--- config.mk ---
export PLATFORM = sky130hd
export DESIGN_NAME = cal_clock
export DESIGN_NICKNAME = d
export VERILOG_FILES = /design/src/rtl/cal_clock_pkg.sv /design/src/rtl/cal_prescaler.sv /design/src/rtl/cal_counter.sv /design/src/rtl/cal_snapshot.sv /design/src/rtl/cal_clock.sv
export SDC_FILE = /design/constraint.sdc
export NUM_CORES = 1
export LEC_CHECK = 0
export ABC_AREA = 1
export CAP_MARGIN = 20
export CORE_MARGIN = 2
export CORE_UTILIZATION = 25
export DETAILED_ROUTE_END_ITERATION = 10
export SETUP_SLACK_MARGIN = 0.15
export SLEW_MARGIN = 20
export SYNTH_ARGS = -nofsm -noshare
export SYNTH_HDL_FRONTEND = slang
export SYNTH_SLANG_ARGS = --single-unit
--- constraint.sdc ---
create_clock -name clk -period 4.3 [get_ports clk]
set_input_delay 0.86 -clock clk [delete_from_list [all_inputs] [get_ports clk]]
set_output_delay 0.86 -clock clk [all_outputs]
set_load 0.01 [all_outputs]
--- src/rtl/cal_clock_pkg.sv ---
package cal_clock_pkg;

    localparam int SEC_W  = 6;
    localparam int MIN_W  = 6;
    localparam int HOUR_W = 5;
    localparam int DAY_W  = 5;
    localparam int MON_W  = 4;
    localparam int YEAR_W = 5;

    typedef struct packed {
        logic [YEAR_W-1:0] yr;
        logic [MON_W-1:0]  mon;
        logic [DAY_W-1:0]  day;
        logic [HOUR_W-1:0] hr;
        logic [MIN_W-1:0]  mn;
        logic [SEC_W-1:0]  sc;
    } cal_t;

    localparam cal_t CAL_INIT = '{yr: '0, mon: MON_W'(1), day: DAY_W'(1),
                                  hr: '0, mn: '0, sc: '0};

    function automatic logic leap_year(input logic [YEAR_W-1:0] y);
        return (y[1:0] == 2'b00);
    endfunction

    function automatic logic [DAY_W-1:0] month_len(input logic [MON_W-1:0] m,
                                                   input logic [YEAR_W-1:0] y);
        logic [DAY_W-1:0] n;
        unique case (m)
            MON_W'(2):                                   n = leap_year(y) ? DAY_W'(29) : DAY_W'(28);
            MON_W'(4), MON_W'(6), MON_W'(9), MON_W'(11): n = DAY_W'(30);
            default:                                     n = DAY_W'(31);
        endcase
        return n;
    endfunction

endpackage

--- src/rtl/cal_prescaler.sv ---
module cal_prescaler #(
    parameter int LO_TC = 32767,
    parameter int HI_TC = 65535
) (
    input  logic clk,
    input  logic rst,
    input  logic sel,
    input  logic clr,
    output logic tick
);
    localparam int CNT_W = $clog2(HI_TC + 1);

    logic [CNT_W-1:0] cnt_q;
    logic [CNT_W-1:0] tc;

    assign tc   = sel ? CNT_W'(HI_TC) : CNT_W'(LO_TC);
    assign tick = (cnt_q >= tc);

    always_ff @(posedge clk) begin
        if (rst || clr || tick) cnt_q <= '0;
        else                    cnt_q <= cnt_q + 1'b1;
    end

    assert_wrap_R3: assert property (@(posedge clk) disable iff (rst)
        tick |=> (cnt_q == '0));
    assert_count_R3: assert property (@(posedge clk) disable iff (rst)
        (!tick && !clr) |=> (cnt_q == $past(cnt_q) + 1'b1));
    assert_restart_R8: assert property (@(posedge clk) disable iff (rst)
        clr |=> (cnt_q == '0));

endmodule

--- src/rtl/cal_counter.sv ---
module cal_counter
    import cal_clock_pkg::*;
(
    input  logic clk,
    input  logic rst,
    input  logic tick,
    input  logic ld,
    input  cal_t ld_val,
    output cal_t cur
);
    cal_t cur_q;
    cal_t nxt;
    logic [DAY_W-1:0] last_day;
    logic sc_wrap, mn_wrap, hr_wrap, day_wrap, mon_wrap;

    assign last_day = month_len(cur_q.mon, cur_q.yr);
    assign sc_wrap  = (cur_q.sc == SEC_W'(59));
    assign mn_wrap  = sc_wrap  && (cur_q.mn == MIN_W'(59));
    assign hr_wrap  = mn_wrap  && (cur_q.hr == HOUR_W'(23));
    assign day_wrap = hr_wrap  && (cur_q.day >= last_day);
    assign mon_wrap = day_wrap && (cur_q.mon >= MON_W'(12));

    always_comb begin
        nxt     = cur_q;
        nxt.sc  = sc_wrap  ? '0 : cur_q.sc + 1'b1;
        if (sc_wrap)  nxt.mn  = mn_wrap  ? '0 : cur_q.mn + 1'b1;
        if (mn_wrap)  nxt.hr  = hr_wrap  ? '0 : cur_q.hr + 1'b1;
        if (hr_wrap)  nxt.day = day_wrap ? DAY_W'(1) : cur_q.day + 1'b1;
        if (day_wrap) nxt.mon = mon_wrap ? MON_W'(1) : cur_q.mon + 1'b1;
        if (mon_wrap) nxt.yr  = cur_q.yr + 1'b1;
    end

    always_ff @(posedge clk) begin
        if (rst)       cur_q <= CAL_INIT;
        else if (ld)   cur_q <= ld_val;
        else if (tick) cur_q <= nxt;
    end

    assign cur = cur_q;

    assert_idle_R2: assert property (@(posedge clk) disable iff (rst)
        (!tick && !ld) |=> $stable(cur_q));
    assert_sec_step_R4: assert property (@(posedge clk) disable iff (rst)
        (tick && !ld && cur_q.sc < SEC_W'(59)) |=> (cur_q.sc == $past(cur_q.sc) + 1'b1));
    assert_hour_wrap_R4: assert property (@(posedge clk) disable iff (rst)
        (tick && !ld && hr_wrap) |=> (cur_q.hr == '0 && cur_q.mn == '0 && cur_q.sc == '0));
    assert_feb_leap_R6: assert property (@(posedge clk) disable iff (rst)
        (tick && !ld && hr_wrap && cur_q.mon == MON_W'(2) && cur_q.day == DAY_W'(28)
         && leap_year(cur_q.yr)) |=> (cur_q.day == DAY_W'(29)));
    assert_year_wrap_R7: assert property (@(posedge clk) disable iff (rst)
        (tick && !ld && mon_wrap && cur_q.yr == '1) |=> (cur_q.yr == '0 && cur_q.mon == MON_W'(1)));
    assert_load_R8: assert property (@(posedge clk) disable iff (rst)
        ld |=> (cur_q == $past(ld_val)));

endmodule

--- src/rtl/cal_snapshot.sv ---
module cal_snapshot
    import cal_clock_pkg::*;
(
    input  logic clk,
    input  logic rst,
    input  logic grab,
    input  cal_t live,
    output cal_t held
);
    cal_t held_q;

    always_ff @(posedge clk) begin
        if (rst)       held_q <= CAL_INIT;
        else if (grab) held_q <= live;
    end

    assign held = held_q;

    assert_hold_R9: assert property (@(posedge clk) disable iff (rst)
        !grab |=> $stable(held_q));
    assert_grab_R9: assert property (@(posedge clk) disable iff (rst)
        grab |=> (held_q == $past(live)));

endmodule

--- src/rtl/cal_clock.sv ---
module cal_clock
    import cal_clock_pkg::*;
#(
    parameter int LO_TC = 32767,
    parameter int HI_TC = 65535
) (
    input  logic              clk,
    input  logic              bat_rst,
    input  logic              sys_rst,
    input  logic              freq_sel,
    input  logic              ld_stb,
    input  logic [SEC_W-1:0]  ld_sec,
    input  logic [MIN_W-1:0]  ld_min,
    input  logic [HOUR_W-1:0] ld_hour,
    input  logic [DAY_W-1:0]  ld_day,
    input  logic [MON_W-1:0]  ld_mon,
    input  logic [YEAR_W-1:0] ld_year,
    input  logic              snap_req,
    output logic              sec_tick,
    output logic [SEC_W-1:0]  rd_sec,
    output logic [MIN_W-1:0]  rd_min,
    output logic [HOUR_W-1:0] rd_hour,
    output logic [DAY_W-1:0]  rd_day,
    output logic [MON_W-1:0]  rd_mon,
    output logic [YEAR_W-1:0] rd_year
);
    cal_t ld_val, live, held;
    logic tick;

    assign ld_val = '{yr: ld_year, mon: ld_mon, day: ld_day,
                      hr: ld_hour, mn: ld_min, sc: ld_sec};

    cal_prescaler #(.LO_TC(LO_TC), .HI_TC(HI_TC)) pre_i (
        .clk(clk), .rst(bat_rst), .sel(freq_sel), .clr(ld_stb), .tick(tick)
    );

    cal_counter cnt_i (
        .clk(clk), .rst(bat_rst), .tick(tick), .ld(ld_stb),
        .ld_val(ld_val), .cur(live)
    );

    cal_snapshot snap_i (
        .clk(clk), .rst(bat_rst), .grab(snap_req), .live(live), .held(held)
    );

    assign sec_tick = tick;
    assign rd_sec   = held.sc;
    assign rd_min   = held.mn;
    assign rd_hour  = held.hr;
    assign rd_day   = held.day;
    assign rd_mon   = held.mon;
    assign rd_year  = held.yr;

    assert_sysrst_R2: assert property (@(posedge clk) disable iff (bat_rst)
        (sys_rst && !ld_stb && !tick) |=> $stable(live));
    assert_bat_rst_R1: assert property (@(posedge clk)
        bat_rst |=> (live == CAL_INIT && held == CAL_INIT));

endmodule

* After elaboration in Yosys (flattened, before gate mapping)
Cells that the tools add are included.
** Storage, ports and cells
- Register bits after elaboration :: 78
- Output and inout bits :: 32
- Word-level logic and storage cells :: 65
** Cells by class
- Add/subtract/negate cells :: 7
- $lt $le $gt $ge :: 3
- Equal/unequal tests :: 8
- Mux-type cells :: 15
- Reduce and logical (&&, ||, !) cells :: 19
** Operators with widths (number)
- two-way mux 31 bit :: 2
- two-way mux 5 bit :: 5
- two-way mux 6 bit :: 3
- adder 16 x 1 -> 16 bit (second input constant) :: 1
- >= comparator 16 bit :: 1
- two-way mux 16 bit :: 1
- adder 5 x 1 -> 5 bit (second input constant) :: 3
- adder 6 x 1 -> 6 bit (second input constant) :: 2
- equality test 6 bit (second input constant) :: 2
- nonzero test 2 bit :: 6
- one-hot mux 5 bit (2 select lines) :: 1
- AND reduction 2 bit :: 5
- equality test 4 x 3 -> 1 bit (second input constant) :: 2
- equality test 4 bit (second input constant) :: 2
- two-way mux 4 bit :: 2
- equality test 5 bit (second input constant) :: 1
- >= comparator 5 bit :: 1
- adder 4 x 1 -> 4 bit (second input constant) :: 1
- equality test 4 x 2 -> 1 bit (second input constant) :: 1
- >= comparator 4 bit (second input constant) :: 1
- logical AND 1 bit :: 4
- OR reduction 4 bit :: 1
- zero test 2 bit :: 1
- logical OR 1 bit :: 2
- two-way mux 1 bit :: 1

* Depth between registers and ports, before layout
- Depth after elaboration :: 10
- Depth in mapped cells :: 16
- Depth with buffers taken out :: 16

* Hierarchy
A second synthesis with hierarchy kept.
** Second synthesis, totals
- Cells, all modules :: 628
- Area total of the unflattened synthesis :: 4316.6 um^2
** By module, submodules not included
- cal_counter :: times used 1, cells an instance 311, area each 2103.3 um^2, seq. area each 620.6 um^2
- cal_snapshot :: times used 1, cells an instance 194, area each 1310.0 um^2, seq. area each 620.6 um^2
- cal_prescaler :: times used 1, cells an instance 123, area each 903.4 um^2, seq. area each 320.3 um^2

* Worst setup path after synthesis
No wires, ideal clock.
- Path type :: input to output
- From :: input port freq_sel
- To :: output port sec_tick
- Arrival :: 1.540 ns
- Data required time :: 3.440 ns
- Setup slack :: 1.900 ns
- Stages :: 8
- Path buffers :: 0
- Cells stage by stage :: inv_1 ha_1 nand2_1 nor2_1 nand2_1 clkinv_2 nand2_4 nand2_4
** Between the ends
- Word-level cells in the longest chain between the ends :: 2
** RTL lines
- start: declaration :: RTL line cal_clock.sv:10 : input logic freq_sel,
- two-way mux 16 bit :: RTL line cal_prescaler.sv:16 : assign tc = sel ? CNT_W'(HI_TC) : CNT_W'(LO_TC);
- >= comparator 16 bit :: RTL line cal_prescaler.sv:17 : assign tick = (cnt_q >= tc);
- end: declaration :: RTL line cal_clock.sv:19 : output logic sec_tick,
Every way passes these cells.

* Worst setup path in the final report
Ends and elaborated chain as after synthesis.

==> summary.md <==
| Metric | Value |
|---|---|
| Status | complete, no violations |
| Crit share post-route | 0.812 |
| Initial DRC count | 139 |
| Worst Setup End Kind | primary output |
| Synthesis warning total | 0 |
| First-pass GRT wire length | 16.3 mm |
| Die ar. | 16,900 um^2 |
| Final Max Slew Viols | 0 |
| Final Setup Violations | 0 |
| Setup ws final | 808 ps |
| Synth Net Count | 591 |
| DRC viols | 0 |
| Height of the die | 130 um |
| Row count | 46 |
| RSZ-0062 raised after global routing | false |
| Relative slew slack | 0.569 |
| CTS Buf Count | 9 |
| Cell Pwr Density | 340 nW/um^2 |
| Port Buffers | 67 |
| CP Launch Type | input port |
| Critical path fanouts, max | 3 |
| Final ANT Viol Nets | 0 |
| Top cells by area, synth | dfxtp_1, nand2_1, nor2_1 |
| Total track usage | 0.123 |
| Drt first pass iters | 4 |
| Largest net degree at the start of global routing | 49 |
| Post-synthesis sequential area ratio | 0.394 |
| Worst Path Required | 3440 ps |
| TNS Setup | 0 ps |
| Critical path's largest stage delay | 560 ps |
| HP Class | reg2reg |
| Nets | 655 |
| DP Worst Slack | 772 ps |
| Vias in the first global route | 3,294 |
| GRT overflow | 0 |
| Max-cap violations | 0 |
| Commonest non-fill, non-tap cell in the layout | nand2_1 |
| Max clock buf depth | 2 |
| CP arrival | 2630 ps |
| Via count | 3,498 |
| Slew @ Worst Pin | 645 ps |
| Min Clock Period, post-route | 3490 ps |
| CTS sink cnt | 78 |
| Hold WS | 447 ps |
| Share of the synthesized area in the top cell type | 0.394 |
| Setup Crit Path Kind | in2out |
| Peak supply drop | 171 uV |
| HPWL after DPL | 6.87 mm |
| Worst-Skew Late Latency | 340 ps |
| Via density | 4.24 |
| Root buf cell | clkbuf_16 |
| Skew final | 5.19 ps |
| Die X | 130 um |
| Average cell area after synthesis | 7.34 um^2 |
| Cell variety after synth | 39 |
| Top-Level Pins | 69 |
| Hold Vio Cnt, Final | 0 |
| WL final | 9.83 mm |
| Hold buffers post-CTS | 0 |
| #FFs+latches synth | 78 |
| Starting Density | 0.252 |
| Ant diodes | 0 |
| Core Box Area | 15,700 um^2 |
| Area growth, synth to finish | 29.2% |
| Initial antenna violation count | 0 |
| Critical path buffer and inverter count | 4 |
| Max Clock Freq | 286 MHz |
| Routability congestion estimate | 0.800 |
| Fillers | 1,691 |
| Crit path max-delay family | buffers and inverters |
| Post-Synthesis Cells | 540 |
| Post-CTS setup buffer count | 0 |
| Final Core Density | 0.326 |
| Post-CTS resize count | 0 |
| Cell taking the most area after synthesis | dfxtp_1 |
| Leak pwr | 0.00202 uW |
| Routed length per instance | 11.9 um |
| Fraction of layout cells with a size suffix above 1 | 0.0969 |
| CP max-delay cell | clkdlybuf4s50_1 |
| Cell Area, Synth | 3960 um^2 |
| H-tree Lvls | 3 |
| Worst-path clk slew | 60 ps |
| CTS tree | built |
| Critical-path cell list | clkdlybuf4s50_1 -> inv_1 -> ha_1 -> nand2_1 -> nor2_1 -> nand2_1 -> clkinv_2 -> nand2_4 -> nand2_4 -> clkdlybuf4s50_1 |
| Most frequent cells in the layout | nand2_1, nor2_1, dfxtp_1, clkdlybuf4s50_1, o21ai_0 |
## worst register-to-register path, delay by kind of cell (launching register included)
kind / cells / cell delay, ps
compound gates: 2 / 330
buf+inv: 1 / 110
simple gates: 9 / 810
fa+ha+maj: 2 / 480
flops: 1 / 430
## kinds of logic (layout without fill, tap and decap cells)
| group | count (synthesis) | after routing | share of synthesized area |
|---|---|---|---|
| AND/OR/NAND/NOR | 264 | 264 | 0.308 |
| multiplexers | 1 | 1 | 0.00253 |
| adder cells (fa/ha/maj) | 14 | 14 | 0.0442 |
| buffers and inverters | 58 | 127 | 0.0619 |
| flip-flops | 78 | 78 | 0.394 |
| AO/OA/AOI/OAI | 105 | 105 | 0.145 |
| XOR/XNOR | 20 | 20 | 0.0442 |
## stage by stage
stage | std cells | power [uW] | instance area [um^2]
global route | 825 | 1840 | 5120
global placement | 809 | 1050 | 4850
CTS | 825 | 1770 | 5120
detailed placement | 809 | 1050 | 4850
floorplan | 540 | 946 | 3960
finish | 825 | 1740 | 5120
## report_power, final
part	internal (uW)	leakage (uW)	switching, uW
Combinational	116	0.00126	127
Clock	406	0.000126	300
Sequential	761	0.000641	31.3
## metal layers
layer  GRT usage  share of wire  vias up  wire (um)
li1            -              -     1875          -
met1       0.174           0.51     1560       5020
met3      0.0365          0.044        9        435
met2       0.185           0.44       54       4280
met5           0              0        -          0
met4      0.0304         0.0097        0         95
## synthesized netlist by cell type
master	instances
ha_1	14
clkbuf_2	1
clkinv_4	2
nor2_2	3
nor4_1	1
o21bai_4	1
nand3_2	2
mux2i_1	1
a31oi_1	3
inv_1	30
nor3_1	4
a22oi_1	1
clkinv_1	1
o21ai_1	9
a21oi_2	4
buf_4	3
nor2_1	82
xor2_1	16
a21boi_1	4
nor3b_1	3
dfxtp_1	78
nand3_1	21
nand3b_1	2
clkinv_2	1
inv_2	6
nand2_1	122
or2_2	6
nand2_4	8
nor2_4	2
nor2_8	1
o211ai_1	2
nand3_4	3
xnor2_1	4
buf_2	3
o21ai_0	47
nand2_2	3
clkbuf_1	11
a21oi_1	34
and3_1	1
## flip-flops by register name, summed over array words and instances (netlist names)
signal	count
cnt_i.cur	31
pre_i.cnt_q	16
snap_i.held	31
## area by class of cell
class,count,area (um^2),share of cell area
Multi-Input combinational cell,404,2160,0.421
Inverter,40,161,0.0315
Tap cell,216,270,0.0528
Clock buffer,13,250,0.0489
Sequential cell,78,1560,0.305
Clock inverter,3,20.0,0.00391
Timing Repair Buffer,71,701,0.137
## worst paths after layout
| kind | slack [ps] | startpoint | end | depth (start not counted) |
|---|---|---|---|---|
| min | 450 | pre_i.cnt_q[0] | pre_i.cnt_q[0] | 1 |
| max | 810 | freq_sel | sec_tick | 10 |
| max reg2reg | 2000 | cnt_i.cur[22] | cnt_i.cur[17] | 14 |
| min reg2reg | 450 | pre_i.cnt_q[0] | pre_i.cnt_q[0] | 1 |
Power figures use the tool's default switching activity.
